$ cat src/rtl/env_pkg.sv
package env_pkg;

    localparam int LFSR_W   = 15;
    localparam int ENV_W    = 8;
    localparam int RATE_W   = 4;
    localparam int EXP_W    = 5;
    localparam int MAT_BITS = LFSR_W * LFSR_W;

    localparam logic [LFSR_W-1:0] LFSR_SEED = '1;
    localparam logic [LFSR_W-1:0] LFSR_TAPS = 15'h6000;

    localparam logic [ENV_W-1:0] ENV_MAX = '1;

    // lower bounds of the falling-curve segments
    localparam logic [ENV_W-1:0] SEG_2  = 8'h37;
    localparam logic [ENV_W-1:0] SEG_4  = 8'h1B;
    localparam logic [ENV_W-1:0] SEG_8  = 8'h0F;
    localparam logic [ENV_W-1:0] SEG_16 = 8'h07;
    localparam logic [ENV_W-1:0] SEG_1  = 8'h5D;

    typedef enum logic [1:0] {
        PH_RELEASE = 2'd0,
        PH_ATTACK  = 2'd1,
        PH_DECAY   = 2'd2,
        PH_SUSTAIN = 2'd3
    } env_phase_e;

    typedef struct packed {
        env_phase_e       phase;
        logic [ENV_W-1:0] level;
        logic             gate;
    } env_state_t;

    function automatic int rate_period(input int r);
        case (r)
            0:  return 8;
            1:  return 31;
            2:  return 62;
            3:  return 94;
            4:  return 148;
            5:  return 219;
            6:  return 266;
            7:  return 312;
            8:  return 391;
            9:  return 976;
            10: return 1953;
            11: return 3125;
            12: return 3906;
            13: return 11719;
            14: return 19531;
            default: return 31250;
        endcase
    endfunction

    // GF(2) matrix product, rows packed LFSR_W bits each
    function automatic logic [MAT_BITS-1:0] mat_mul(input logic [MAT_BITS-1:0] a,
                                                    input logic [MAT_BITS-1:0] b);
        logic [MAT_BITS-1:0] c;
        logic [LFSR_W-1:0]   row;
        c = '0;
        for (int i = 0; i < LFSR_W; i++) begin
            row = '0;
            for (int k = 0; k < LFSR_W; k++) begin
                if (a[i*LFSR_W + k]) row = row ^ b[k*LFSR_W +: LFSR_W];
            end
            c[i*LFSR_W +: LFSR_W] = row;
        end
        return c;
    endfunction

    // register contents after n shifts from the seed (square-and-multiply)
    function automatic logic [LFSR_W-1:0] lfsr_jump(input int n);
        logic [MAT_BITS-1:0] res;
        logic [MAT_BITS-1:0] base;
        logic [LFSR_W-1:0]   out;
        logic [15:0]         nn;
        nn = n[15:0];
        for (int j = 0; j < LFSR_W; j++) begin
            res[j*LFSR_W +: LFSR_W]  = LFSR_W'(1) << j;
            base[j*LFSR_W +: LFSR_W] = (j == 0) ? LFSR_TAPS : (LFSR_W'(1) << (j - 1));
        end
        for (int b = 0; b < 16; b++) begin
            if (nn[b]) res = mat_mul(base, res);
            base = mat_mul(base, base);
        end
        for (int j = 0; j < LFSR_W; j++) begin
            out[j] = ^(res[j*LFSR_W +: LFSR_W] & LFSR_SEED);
        end
        return out;
    endfunction

    function automatic logic [EXP_W-1:0] exp_divisor(input logic [ENV_W-1:0] lvl);
        if (lvl > SEG_1)        return 5'd1;
        else if (lvl >= SEG_2)  return 5'd2;
        else if (lvl >= SEG_4)  return 5'd4;
        else if (lvl >= SEG_8)  return 5'd8;
        else if (lvl >= SEG_16) return 5'd16;
        else                    return 5'd30;
    endfunction

endpackage

$ cat src/rtl/env_rate_lfsr.sv
module env_rate_lfsr
    import env_pkg::*;
#(
    parameter int NUM_RATES = 16
) (
    input  logic              clk,
    input  logic              rst_n,
    input  logic              clk_en,
    input  logic [RATE_W-1:0] rate,
    output logic              tick
);

    logic [LFSR_W-1:0] cmp_tab [NUM_RATES];
    logic [LFSR_W-1:0] lfsr_d, lfsr_q;

    for (genvar g = 0; g < NUM_RATES; g++) begin : g_cmp
        localparam logic [LFSR_W-1:0] CMP_VAL = lfsr_jump(rate_period(g) - 1);
        assign cmp_tab[g] = CMP_VAL;
    end

    always_comb begin
        lfsr_d = lfsr_q;
        tick   = 1'b0;
        if (clk_en) begin
            if (lfsr_q == cmp_tab[rate]) begin
                tick   = 1'b1;
                lfsr_d = LFSR_SEED;
            end else begin
                lfsr_d = {lfsr_q[LFSR_W-2:0], ^(lfsr_q & LFSR_TAPS)};
            end
        end
    end

    always_ff @(posedge clk or negedge rst_n) begin
        if (!rst_n) lfsr_q <= LFSR_SEED;
        else        lfsr_q <= lfsr_d;
    end

    // the shift register never falls into the all-zero lock state
    p_lfsr_live_r3: assert property (@(posedge clk) disable iff (!rst_n)
        lfsr_q != '0);

    // a match always restarts the register from the seed
    p_reload_r8: assert property (@(posedge clk) disable iff (!rst_n)
        tick |=> (lfsr_q == LFSR_SEED));

endmodule

$ cat src/rtl/env_exp_div.sv
module env_exp_div
    import env_pkg::*;
(
    input  logic             clk,
    input  logic             rst_n,
    input  logic             clk_en,
    input  logic             rate_tick,
    input  logic             active,
    input  logic             clear,
    input  logic [ENV_W-1:0] level,
    output logic             step
);

    logic [EXP_W-1:0] cnt_d, cnt_q;
    logic [EXP_W-1:0] div_now;
    logic [EXP_W:0]   cnt_inc;

    always_comb begin
        div_now = exp_divisor(level);
        cnt_inc = {1'b0, cnt_q} + 1'b1;
        cnt_d   = cnt_q;
        step    = 1'b0;
        if (clk_en) begin
            if (clear) begin
                cnt_d = '0;
            end else if (rate_tick && active) begin
                if (cnt_inc >= {1'b0, div_now}) begin
                    step  = 1'b1;
                    cnt_d = '0;
                end else begin
                    cnt_d = cnt_inc[EXP_W-1:0];
                end
            end
        end
    end

    always_ff @(posedge clk or negedge rst_n) begin
        if (!rst_n) cnt_q <= '0;
        else        cnt_q <= cnt_d;
    end

    // pending matches stay below the ratio for the present level
    p_cnt_bound_r6: assert property (@(posedge clk) disable iff (!rst_n)
        cnt_q < exp_divisor(level));

endmodule

$ cat src/rtl/env_adsr_gen.sv
module env_adsr_gen
    import env_pkg::*;
(
    input  logic       clk,
    input  logic       rst_n,
    input  logic       clk_en,
    input  logic       gate,
    input  logic [7:0] atk_dcy,
    input  logic [7:0] sus_rel,
    output logic [7:0] env_level,
    output logic [1:0] env_phase
);

    env_state_t        state_d, state_q;
    logic [RATE_W-1:0] rate_sel;
    logic [ENV_W-1:0]  hold_lvl;
    logic              rate_tick, exp_step;
    logic              gate_rise, gate_fall;
    logic              fall_active;

    assign hold_lvl  = {sus_rel[7:4], sus_rel[7:4]};
    assign gate_rise = gate & ~state_q.gate;
    assign gate_fall = ~gate & state_q.gate;

    always_comb begin
        case (state_q.phase)
            PH_ATTACK:  rate_sel = atk_dcy[7:4];
            PH_RELEASE: rate_sel = sus_rel[3:0];
            default:    rate_sel = atk_dcy[3:0];
        endcase
        fall_active = ((state_q.phase == PH_DECAY) && (state_q.level > hold_lvl)) ||
                      ((state_q.phase == PH_RELEASE) && (state_q.level != '0));
    end

    env_rate_lfsr #(.NUM_RATES(16)) u_rate (
        .clk    (clk),
        .rst_n  (rst_n),
        .clk_en (clk_en),
        .rate   (rate_sel),
        .tick   (rate_tick)
    );

    env_exp_div u_div (
        .clk       (clk),
        .rst_n     (rst_n),
        .clk_en    (clk_en),
        .rate_tick (rate_tick),
        .active    (fall_active),
        .clear     (gate_rise | gate_fall),
        .level     (state_q.level),
        .step      (exp_step)
    );

    always_comb begin
        state_d = state_q;
        if (clk_en) begin
            state_d.gate = gate;
            if (gate_rise) begin
                state_d.phase = PH_ATTACK;
            end else if (gate_fall) begin
                state_d.phase = PH_RELEASE;
            end else begin
                case (state_q.phase)
                    PH_ATTACK: begin
                        if (state_q.level == ENV_MAX) begin
                            state_d.phase = PH_DECAY;
                        end else if (rate_tick) begin
                            state_d.level = state_q.level + 1'b1;
                            if (state_d.level == ENV_MAX) state_d.phase = PH_DECAY;
                        end
                    end
                    PH_DECAY: begin
                        if (state_q.level <= hold_lvl) begin
                            state_d.phase = PH_SUSTAIN;
                        end else if (exp_step) begin
                            state_d.level = state_q.level - 1'b1;
                            if (state_d.level == hold_lvl) state_d.phase = PH_SUSTAIN;
                        end
                    end
                    PH_RELEASE: begin
                        if (exp_step) state_d.level = state_q.level - 1'b1;
                    end
                    default: ;
                endcase
            end
        end
    end

    always_ff @(posedge clk or negedge rst_n) begin
        if (!rst_n) state_q <= '{phase: PH_RELEASE, level: '0, gate: 1'b0};
        else        state_q <= state_d;
    end

    assign env_level = state_q.level;
    assign env_phase = state_q.phase;

    // the rising phase moves by at most one count per tick
    p_attack_unit_r2: assert property (@(posedge clk) disable iff (!rst_n)
        (clk_en && state_q.phase == PH_ATTACK && gate && state_q.gate)
        |=> (state_q.level == $past(state_q.level)) ||
            ({1'b0, state_q.level} == {1'b0, $past(state_q.level)} + 9'd1));

    // falling toward the hold level never undershoots it
    p_decay_floor_r4: assert property (@(posedge clk) disable iff (!rst_n)
        (clk_en && state_q.phase == PH_DECAY && gate && state_q.gate &&
         state_q.level > hold_lvl)
        |=> state_q.level >= $past(hold_lvl));

    // release only ever lowers the level
    p_release_down_r5: assert property (@(posedge clk) disable iff (!rst_n)
        (clk_en && state_q.phase == PH_RELEASE && !gate && !state_q.gate)
        |=> state_q.level <= $past(state_q.level));

    // zero is sticky outside the rising phase
    p_hold_zero_r7: assert property (@(posedge clk) disable iff (!rst_n)
        (clk_en && state_q.phase != PH_ATTACK && state_q.level == '0 &&
         !(gate && !state_q.gate))
        |=> state_q.level == '0);

    // a disabled tick leaves the state untouched
    p_freeze_r9: assert property (@(posedge clk) disable iff (!rst_n)
        !clk_en |=> $stable(state_q));

endmodule

$ cat config.mk
export PLATFORM = sky130hd
export DESIGN_NAME = env_adsr_gen
export DESIGN_NICKNAME = d
export VERILOG_FILES = /design/src/rtl/env_pkg.sv /design/src/rtl/env_rate_lfsr.sv /design/src/rtl/env_exp_div.sv /design/src/rtl/env_adsr_gen.sv
export SDC_FILE = /design/constraint.sdc
export NUM_CORES = 1
export LEC_CHECK = 0
export CORE_ASPECT_RATIO = 2
export CORE_MARGIN = 2
export CORE_UTILIZATION = 30
export DETAILED_ROUTE_END_ITERATION = 8
export DONT_BUFFER_PORTS = 1
export SYNTH_ARGS = -nofsm -noshare
export SYNTH_HDL_FRONTEND = slang
export SYNTH_SLANG_ARGS = --single-unit
$ cat constraint.sdc
create_clock -name clk -period 6.8 [get_ports clk]
set_clock_uncertainty 0.05 [all_clocks]
set_input_delay 0.34 -clock clk [delete_from_list [all_inputs] [get_ports clk]]
set_output_delay 0.34 -clock clk [all_outputs]
set_load 0.005 [all_outputs]
==> results of run 1 <==
[synthesized netlist by cell type, types with 4 or more instances]
| library cell | number | area (µm²) |
|---|---|---|
| a21oi_1 | 27 | 135.1 |
| o211a_1 | 5 | 50.05 |
| dfrtp_1 | 16 | 400.4 |
| nand4_1 | 4 | 25.02 |
| a31oi_1 | 8 | 50.05 |
| nand3_1 | 22 | 110.1 |
| ha_1 | 33 | 412.9 |
| nor4_1 | 9 | 56.30 |
| buf_4 | 13 | 97.59 |
| nor3_1 | 11 | 55.05 |
| and2_1 | 6 | 37.54 |
| o21a_1 | 6 | 45.04 |
| buf_6 | 4 | 45.04 |
| and4_1 | 4 | 35.03 |
| dfstp_2 | 15 | 394.1 |
| clkbuf_1 | 15 | 56.30 |
| xor2_1 | 17 | 148.9 |
| o21ai_0 | 32 | 160.2 |
| nor2_1 | 53 | 198.9 |
| nand2_1 | 29 | 108.9 |
| buf_2 | 4 | 20.02 |
| and3_1 | 8 | 50.05 |
| o211ai_1 | 13 | 97.59 |
| mux2i_1 | 10 | 100.1 |
| a22o_1 | 6 | 52.55 |
| or4_1 | 4 | 30.03 |
| xnor2_1 | 16 | 140.1 |
| inv_1 | 25 | 93.84 |
[final timing paths]
| check | cells after the start | to | slack (ns) | from |
|---|---|---|---|---|
| worst max register to register | 14 | env_level[6] | 2.09 | env_phase[1] |
| min in group asynchronous | 2 | u_div.cnt_q[1] | 0.45 | rst_n |
| worst max-delay path | 14 | env_level[6] | 2.09 | env_phase[1] |
| max in group asynchronous | 2 | u_rate.lfsr_q[4] | 5.99 | rst_n |
| worst min-delay path | 1 | u_rate.lfsr_q[3] | 0.06 | clk_en |
| worst min register to register | 2 | u_rate.lfsr_q[12] | 0.47 | u_rate.lfsr_q[12] |
[metal layers]
layer,wire length [µm],up-vias,share of wire (%),track usage (%)
li1,-,1711,-,-
met1,4090,1773,33,16.89
met2,7045,141,56,35.79
met3,525,49,4.2,2.049
met4,818,0,6.6,12.98
met5,0,-,0,0
[cells by family after synthesis]
| kind of cell | after synthesis |
|---|---|
| AO/OA/AOI/OAI | 136 |
| XOR/XNOR | 33 |
| adder cells (fa/ha/maj) | 33 |
| buffers and inverters | 65 |
| flip-flops | 31 |
| multiplexers | 12 |
| AND/OR/NAND/NOR | 176 |
[stage by stage]
stage	setup slack, ns	hold WS, ns	cell area, µm²	util (%)
2_1_floorplan	2.938	-0.005591	3866	-
3_3_place_gp	2.284	-0.003806	3827	30.49
3_5_place_dp	2.175	-0.003871	3827	30.49
4_1_cts	2.168	0.05126	4031	32.11
5_1_grt	1.823	0.05089	4031	32.11
6_report	2.086	0.05545	4031	32.11
[registers in the layout (all words and copies together) (netlist names)]
register	flops
env_phase	2
u_div.cnt_q	5
state_q	1
env_level	8
u_rate.lfsr_q	15
[final cells by class]
class                   instances  share of cell area [%]
multi-input cells             390                   67.78
flip-flops and latches         31                   19.71
well taps                     150                   4.655
clock buffers                   6                   3.445
inverters                      26                   2.421
repair buffers                  4                   1.117
clock inverters                 2                  0.8690
[power by group]
group          internal [W]  switching (W)  total (W)
clock network      0.000182      0.0000880   0.000270
registers          0.000235       0.000114   0.000349
logic              0.000482       0.000791    0.00127
==> flow_summary_export.csv, run 1 <==
group,metric,value,unit
synth,synth_nets,539,
floorplanning,die_x,84.27,µm
clock_tree,clockRootBuffer,"clkbuf_16",
pwr,peakVddDrop,0.0003715,V
global_routing,grt_max_degree,42,
drt,drtIter0Drc,232,
global_routing,grt_pass1_wl,19500,µm
sta,period_share,69.32,%
cells_and_area,stdcell_count,609,
synth,ys_seq_elements,31,
drt,drc_errors,0,
synth,synth_top_family_by_area,"compound AO/OA/AOI/OAI gates",
outcome,outcome,"finished clean",
clock_tree,htreeDepth,2,
synth,synth_edf_count,0,
sta,max-slew-margin-rel,46.33,%
synth,yosys_warnings,0,
clock_tree,cts_setup_buffers,0,
cells_and_area,drive_gt1_share,9.586,%
sta,fmax,0.2121,GHz
synth,ys_types,75,
sta,setup_viol,0,
clock_tree,post_cts_resize_count,0,
placement,globalplace.congestion,0.9670,
synth,synth_cells,486,
synth,seq_area_frac_synth,20.55,%
cells_and_area,layout_common_cells,"nor2_1, ha_1, o21ai_0",
global_routing,grt_usage,18.23,%
cells_and_area,fillers,1313,
sta,worst_slew_pin_slew,0.8051,ns
flow_run,max_cap_violations,0,
floorplanning,core_area,12550,µm²
drt,vias,3674,
placement,port_buffers,0,
sta,slew_violations,0,
synth,synth_compound_area_share,24.92,%
worst_hold_path,holdCritPathClass,"in -> reg",
cells_and_area,final_common_cell,"nor2_1",
clock_tree,cts_sinks,31,
pwr,powerDensity,469.6,nW/µm²
synth,synth-simple-area-share,24.43,%
setup_path,cp_slowest_cell,"ha_1",
floorplanning,initial_core_util,30.80,%
synth,synth_xor_xnor_area_share,7.476,%
placement,dp.cells,599,
cells_and_area,syn2layout_area_growth,4.272,%
setup_path,path_buf_inv,2,
clock_tree,clockBufferDepth,2,
clock_tree,cts_hold_buf,2,
setup_path,crit_required,6.92,ns
sta,rsz0062_at_grt,"false",
cells_and_area,finalNetCount,511,
global_routing,grt_pass1_vias,3581,
drt,wl_per_cell,20.49,µm
setup_path,crit_type,"reg -> reg",
cells_and_area,layout.area.seq,794.5,µm²
setup_path,path_cells,"inv_1 -> ha_1 -> or3b_1 -> nand2_1 -> inv_1 -> ha_1 -> xor2_1 -> nand4b_1 -> o211ai_1 -> and4_1 -> and4_1 -> and2_1 -> o2111a_1 -> nor4_2",
pwr,totalPowerFinal,0.001893,W
setup_path,critPathLaunchType,"flop",
synth,synth-main-ff-cell,"dfrtp_1",
global_routing,grt.overflow.total,0,
drt,routed_wl,12480,µm
setup_path,critPathCaptureType,"flop",
sta,finalCriticalPeriod,4.714,ns
sta,hold_violations,0,
pwr,power.leakage,1.739,nW
floorplanning,pin_count,30,
placement,dp_hpwl,9779,µm
sta,fin_tns_setup,0,ns
setup_path,max_stage_delay,0.68,ns
floorplanning,dieArea,13870,µm²
cells_and_area,multi_input_area,2733,µm²
clock_tree,clkSlewWorstSetupHoldPaths,0.05,ns
floorplanning,die_height,164.5,µm
drt,first_pass_iters,5,
setup_path,arrival,4.83,ns
synth,async_reset_ff_share,100.0,%
cells_and_area,diodes,0,
synth,synthAdderAreaFrac,10.68,%
clock_tree,numCtsBuffers,5,
clock_tree,cts_tree,"done",
setup_path,path_max_fanout,18,
synth,syn_area,3866,µm²
drt,postRouteAntennaNets,0,
clock_tree,worstSkewPairLatency,0.28,ns
floorplanning,num_rows,58,
synth,muxShareOfSynthArea,3.172,%
synth,synth.avg_cell_area,7.955,µm²
setup_path,cp_top_family,"simple AND/OR/NAND/NOR gates",
drt,viasPerCell,6.033,
global_routing,antenna_found_initial,0,
Power figures use the tool's default switching activity.
==> inputs of run 2 (changes only) <==
ABC_AREA = 1   (was unset)
clock period = 4.2 ns   (was 6.8 ns; I/O delays follow)
==> flow_summary_export.csv, run 2 <==
group,metric,value,unit
outcome,outcome,"finished clean",
setup_path,critPathLaunchType,"flop",
sta,setup_viol,0,
clock_tree,htreeDepth,2,
cells_and_area,drive_gt1_share,9.559,%
flow_run,max_cap_violations,0,
pwr,power.leakage,1.970,nW
cells_and_area,stdcell_count,689,
synth,synth_edf_count,0,
synth,synth.avg_cell_area,6.479,µm²
placement,dp.cells,677,
synth,ys_seq_elements,31,
cells_and_area,syn2layout_area_growth,7.781,%
global_routing,antenna_found_initial,0,
sta,finalCriticalPeriod,3.703,ns
synth,synth_cells,551,
setup_path,path_max_fanout,9,
floorplanning,die_height,158.3,µm
synth,synth_nets,604,
synth,syn_area,3570,µm²
setup_path,crit_type,"reg -> reg",
pwr,peakVddDrop,0.0003630,V
floorplanning,dieArea,12840,µm²
placement,pre_cts_ws,0.5556,ns
synth,yosysTopAreaCellShare,18.61,%
drt,wl_per_cell,14.56,µm
drt,postRouteAntennaNets,0,
drt,drc_errors,0,
clock_tree,worstSkewPairLatency,0.28,ns
sta,period_share,88.17,%
synth,async_reset_ff_share,100.0,%
global_routing,grt_pass1_vias,3575,
synth,synth_top_area_cell,"nand2_1",
clock_tree,cts_sinks,31,
setup_path,critPathCaptureType,"flop",
cells_and_area,largest_register,"u_rate.lfsr_q",
synth,synth-main-ff-cell,"dfrtp_1",
drt,first_pass_iters,4,
clock_tree,clkSlewWorstSetupHoldPaths,0.05,ns
clock_tree,post_cts_resize_count,0,
clock_tree,numCtsBuffers,5,
clock_tree,clockBufferDepth,2,
synth,synth_commonest_cells,"nand2_1, nand3_1, inv_1",
synth,ys_types,39,
cells_and_area,layout_common_cells,"nand2_1, nand3_1, inv_1",
sta,max-slew-margin-rel,56.49,%
global_routing,grt_pass1_wl,16380,µm
setup_path,arrival,3.82,ns
drt,routed_wl,10030,µm
synth,synth_most_common_cell,"nand2_1",
sta,fmax,0.2700,GHz
global_routing,grt.overflow.total,0,
sta,slew_violations,0,
drt,vias,3488,
placement,globalplace.congestion,0.9274,
placement,dp_hpwl,8254,µm
worst_hold_path,min_from,"clk_en",
sta,rsz0062_at_grt,"false",
drt,drtIter0Drc,152,
setup_path,startpoint,"env_phase[0]",
floorplanning,initial_core_util,30.51,%
cells_and_area,finalNetCount,596,
synth,seq_area_frac_synth,22.26,%
sta,fin_tns_setup,0,ns
sta,worst_slew_pin_slew,0.6505,ns
cells_and_area,final_common_cell,"nand2_1",
pwr,powerDensity,818.7,nW/µm²
global_routing,grt_usage,16.68,%
clock_tree,clockRootBuffer,"clkbuf_16",
clock_tree,cts_tree,"done",
synth,yosys_warnings,0,
placement,port_buffers,0,
global_routing,grt_max_degree,32,
worst_hold_path,holdCritPathClass,"in -> reg",
floorplanning,core_area,11700,µm²
synth,yosys-top-cells-area,"nand2_1, ha_1, dfrtp_1, dfstp_2, nand3_1",
floorplanning,pin_count,30,
floorplanning,num_rows,56,
cells_and_area,diodes,0,
setup_path,crit_required,4.31,ns
floorplanning,die_x,81.13,µm
sta,hold_violations,0,
setup_path,timing.rr.start,"env_phase[0]",
sta,setup_ws,0.4968,ns
drt,viasPerCell,5.062,
cells_and_area,largest_register_ffs,15,
[run 2: changes by cell type in the layout (fill, tap and decap cells not counted), sizes merged, moves of 8 or more]
cell / change
a21oi: -12
nand2: +158
nor3: -9
xnor2: -15
o21ai: -12
nand3: +53
nor4: -8
a31oi: -8
and3: -8
mux2i: -9
inv: +40
nor2: -9
[run 2: critical path, cell delays in order, from the launching register on]
cell and delay (ns):
dfrtp_1 0.45, inv_1 0.11, ha_1 0.37, nor2_4 0.13, a21oi_1 0.54, ha_1 0.29
inv_1 0.06, nand3_1 0.16, nand3_1 0.13, nand3_1 0.22, nand2_1 0.08, nor2_1 0.09
nand2_1 0.08, nor2_2 0.12, nand4_2 0.13, a21oi_4 0.29, nand2_4 0.13, nand2_1 0.08
nand2_1 0.06
[run 2: cell type report]
type	instances	area, µm²
clock buffers	6	138.9
clock inverters	2	35.03
fillers	1248	7854
inverters	67	251.5
multi-input cells	430	2366
flip-flops and latches	31	794.5
well taps	145	181.4
repair buffers	8	80.08
[run 2: timing repair]
action | CTS | global route
endpoints found under the hold margin | 46 | 0
setup endpoints to repair | 0 | 0
hold buffers | 4 | 0
buffers inserted | 0 | 0
[run 2: layer usage]
metal	vias up	global-route usage, %	wire length, µm
li1	1757	-	-
met1	1578	13.87	3181
met2	104	32.55	5700
met3	49	2.551	312
met4	0	13.80	835
met5	-	0	0
[run 2: power by group]
group / switching [W] / leakage (nW) / internal [W] / total [W]
sequential: 0.000110 / 0.365 / 0.000399 / 0.000510
combinational: 0.00148 / 1.52 / 0.000736 / 0.00222
clock: 0.000126 / 0.0868 / 0.000294 / 0.000421
total: 0.00172 / 1.97 / 0.00143 / 0.00315
[run 2: kinds of logic after synthesis]
family	Yosys count	synth area share, %
muxes	1	0.2804
xor gates and xnor gates	13	3.190
DFF	31	22.26
and+or+nand+nor	323	40.41
AOI/OAI and AO/OA	60	10.83
adders and majority gates	33	11.57
buffers and inverters	90	11.46
[run 2: path summary, 6_finish.rpt]
| check | slack [ns] | cells past startpoint | end |
|---|---|---|---|
| max reg2reg | 0.50 | 18 | env_level[4] |
| max | 0.50 | 18 | env_level[4] |
| min in group asynchronous | 0.33 | 2 | env_level[4] |
| min | 0.01 | 2 | state_q[0] |
| min reg2reg | 0.46 | 2 | u_rate.lfsr_q[3] |
| max in group asynchronous | 3.52 | 2 | u_rate.lfsr_q[4] |
[run 2: per-stage QoR]
stage / cell area, µm² / utilization [%] / power [W] / hold WS, ns
finish: 3847 / 32.88 / 0.003150 / 0.01148
global route: 3847 / 32.88 / 0.003476 / 0.01994
CTS: 3847 / 32.88 / 0.003153 / 0.006666
detailed placement: 3623 / 30.97 / 0.002701 / -0.1339
global placement: 3623 / 30.97 / 0.002687 / -0.1338
floorplan: 3570 / - / 0.002283 / -0.1356
